## config.mk

```make
export PLATFORM = sky130hd
export DESIGN_NAME = wfi_standby_ctrl
export DESIGN_NICKNAME = d
export VERILOG_FILES = /design/src/rtl/wfi_standby_ctrl.sv
export SDC_FILE = /design/constraint.sdc
export NUM_CORES = 1
export LEC_CHECK = 0
export ABC_AREA = 1
export BUFFER_PORTS_ARGS = -buffer_cell sky130_fd_sc_hd__buf_2
export CAP_MARGIN = 20
export CORE_AREA = 2 2 39 41
export DETAILED_ROUTE_END_ITERATION = 10
export DIE_AREA = 0 0 41 43
export PLACE_DENSITY = 0.4
export SKIP_CTS_REPAIR_TIMING = 1
export SYNTH_ARGS = -nofsm -noshare
export SYNTH_HDL_FRONTEND = slang
export SYNTH_SLANG_ARGS = --single-unit
```

## constraint.sdc

```tcl
create_clock -name clk -period 2 [get_ports clk]
set_clock_uncertainty 0.15 [all_clocks]
set_input_delay 0.2 -clock clk [delete_from_list [all_inputs] [get_ports clk]]
set_output_delay 0.2 -clock clk [all_outputs]
set_load 0.01 [all_outputs]
```

## src/rtl/wfi_standby_ctrl.sv

```systemverilog
module wfi_standby_ctrl #(
  parameter int N_IF = 3
) (
  input  logic            clk,
  input  logic            rst_n,
  input  logic            wfi_req,
  input  logic            wbuf_empty,
  input  logic [N_IF-1:0] if_idle,
  input  logic            irq_n,
  input  logic            fiq_n,
  input  logic            ext_dbg_req,
  input  logic            dbg_ctl_req,
  output logic            standby,
  output logic            core_clk_en,
  output logic            access_grant
);

  typedef enum logic [1:0] {S_RUN, S_DRAIN, S_STBY, S_WAKE} st_t;

  st_t  st, st_nx;
  logic wake_any, quiet, parked_nx;

  assign wake_any  = !irq_n || !fiq_n || ext_dbg_req || dbg_ctl_req;
  assign quiet     = wbuf_empty && (&if_idle);
  assign parked_nx = (st_nx == S_STBY) || (st_nx == S_WAKE);

  always_comb begin
    st_nx = st;
    case (st)
      S_RUN:   if (wfi_req) st_nx = S_DRAIN;
      S_DRAIN: if (wake_any) st_nx = S_RUN;
               else if (quiet) st_nx = S_STBY;
      S_STBY:  if (wake_any) st_nx = S_WAKE;
      S_WAKE:  st_nx = S_RUN;
      default: st_nx = S_RUN;
    endcase
  end

  always_ff @(posedge clk) begin
    if (!rst_n) begin
      st           <= S_RUN;
      standby      <= 1'b0;
      core_clk_en  <= 1'b1;
      access_grant <= 1'b1;
    end else begin
      st           <= st_nx;
      standby      <= parked_nx;
      core_clk_en  <= !parked_nx;
      access_grant <= (st_nx == S_RUN) && (st != S_WAKE);
    end
  end

endmodule


```

==> out/qor.yml <==
run_status:
  status: "completed"
cells_and_area:
  drive_above_1_share: 0.413
  diodes: 0
  layout_common_cells: "buf_2, nand2_1, nor2_1"
  final_util: 0.215
  final_common_cell: "buf_2"
  area_delta_synth_final_pct: 56.6
  nNetsFinal: 59
timing:
  final.setup.tns_ns: 0
  finalCritPeriodShare: 0.556
  layout_min_cycle_time_ns: 1.11
  tightest_slew_ns: 0.139
  finalHoldViolCount: 0
  relSlewSlack: 0.907
  rsz0062_at_grt: "false"
  max_freq_mhz: 900
  setup_viol: 0
  finalMaxSlewViolations: 0
  worst_slack_ns: 0.889
logic_synthesis:
  synth_area_um2: 190
  yosysWarnings: 0
  seq_area_frac_synth: 0.421
  syn_inst: 30
  synth.net_count: 41
  synth_cell_types: 10
  syn_area_per_cell_um2: 6.34
  synth-seq-cells: 4
global_route:
  grt_pass1_wl_um: 793
  overflow: 0
  use_met1: 0.0641
  gr-max-usage-layer: "met2"
  use_met2: 0.100
  grt_pass1_vias: 219
  use_met3: 0.0524
  antenna_found_initial: 0
  grt_max_degree: 4
  grt_util_all_layers: 0.0742
clocking:
  cts_tree: "yes"
  cts.sinks: 4
  cts_inserted_buffers: 3
  clkSlewWorstSetupHoldPaths_ns: 0.04
  worstSkewPairLatency_ns: 0.24
  h-tree-depth: 1
  cts-root-buf: "clkbuf_4"
  cts_buffer_depth: 2
route:
  ant_nets: 0
  vias: 231
  wire_per_inst_um: 7.47
  drcViolationCount: 0
  drt_wl_total_um: 463
  firstDrtPassIters: 2
  via_per_inst: 3.73
  drt_iter0_drc: 2
setup_path:
  cp_data_arrival_time_ns: 0.76
  path_cells: "buf_2"
  crit_path_start_kind: "flip-flop"
  crit_required_ns: 1.65
  crit_buf_inv: 1
  r2r.worst_path.cells: 5
  crit_fanout: 3
  critPathTopFamily: "flip-flops"
  worst_path_max_delay_cell: "dfxtp_1"
  crit_path_end_kind: "output pin"
  path_depth: 1
  max_stage_delay_ns: 0.37
  path_class: "flip-flop to output pin"
placed_design:
  post-place-ws_ns: 0.985
  portBuffers: 13
  gp_congestion: 0.759
floorplan:
  placementRows: 14
  die_w_um: 41
  dieArea_mm2: 0.00176
  core_mm2: 0.00138
  die_h_um: 43
  start_util: 0.137
  ios: 14
hold_path:
  holdPathStages: 2
  hold_path_class: "input pin to flip-flop"
run:
  cap_violations: 0
pwr:
  ir_drop_mv: 0.155
  p_per_area_mw_per_mm2: 705
  power_uw: 210
  p_leak_uw: 0.000164
[through the flow]
step | area, µm² | std cells | hold WS, ns
after floorplan | 190 | 30 | 0.119
after global placement | 275 | 59 | 0.254
after detailed placement | 275 | 59 | 0.250
after CTS | 298 | 62 | 0.00231
after global routing | 298 | 62 | 0.00734
final | 298 | 62 | 0.00350
[flip-flops by register name, summed over array words and instances (netlist names)]
name / count
core_clk_en: 1
st: 2
access_grant: 1
[report_power, final]
part | switching, µW | internal [µW]
registers | 0.956 | 82.7
clock network | 36.2 | 67.3
logic | 11.1 | 11.7
total | 48.2 | 162
[kinds of logic after synthesis]
family,synth area share
DFF,0.421
buffers and inverters,0.0986
AOI/OAI and AO/OA,0.0526
and+or+nand+nor,0.428
[final cells by class]
| class | count | area, µm² |
|---|---|---|
| inverter | 5 | 18.8 |
| sequential | 4 | 80.1 |
| timing repair buffer | 13 | 65.1 |
| tap | 16 | 20.0 |
| multi-input combinational | 21 | 91.3 |
| fill | 160 | 1090 |
| clock buffer | 3 | 22.5 |
[path summary, 6_finish.rpt]
path,from,endpoint,slack (ns)
max,st[1]$_SDFF_PN0_,standby,0.89
min reg2reg,st[0]$_SDFF_PN0_,st[1]$_SDFF_PN0_,0.40
min,rst_n,access_grant$_SDFF_PN1_,0.003
max reg2reg,st[0]$_SDFF_PN0_,core_clk_en$_SDFF_PN1_,0.97
[Yosys cell counts]
| cell | n | area share |
|---|---|---|
| inv_1 | 4 | 0.079 |
| nor2_2 | 2 | 0.066 |
| nand2_1 | 9 | 0.18 |
| nand3_1 | 2 | 0.053 |
| inv_2 | 1 | 0.020 |
| dfxtp_1 | 4 | 0.42 |
| nor2_1 | 5 | 0.099 |
| o21ai_1 | 1 | 0.026 |
| a21oi_1 | 1 | 0.026 |
| nand4_1 | 1 | 0.033 |
[layer usage]
| metal | share of wire | wire [µm] |
|---|---|---|
| met1 | 0.42 | 194 |
| met2 | 0.45 | 208 |
| met3 | 0.097 | 45 |
| met4 | 0.032 | 15 |
| met5 | 0 | 0 |
(Power assumes the default switching activity.)
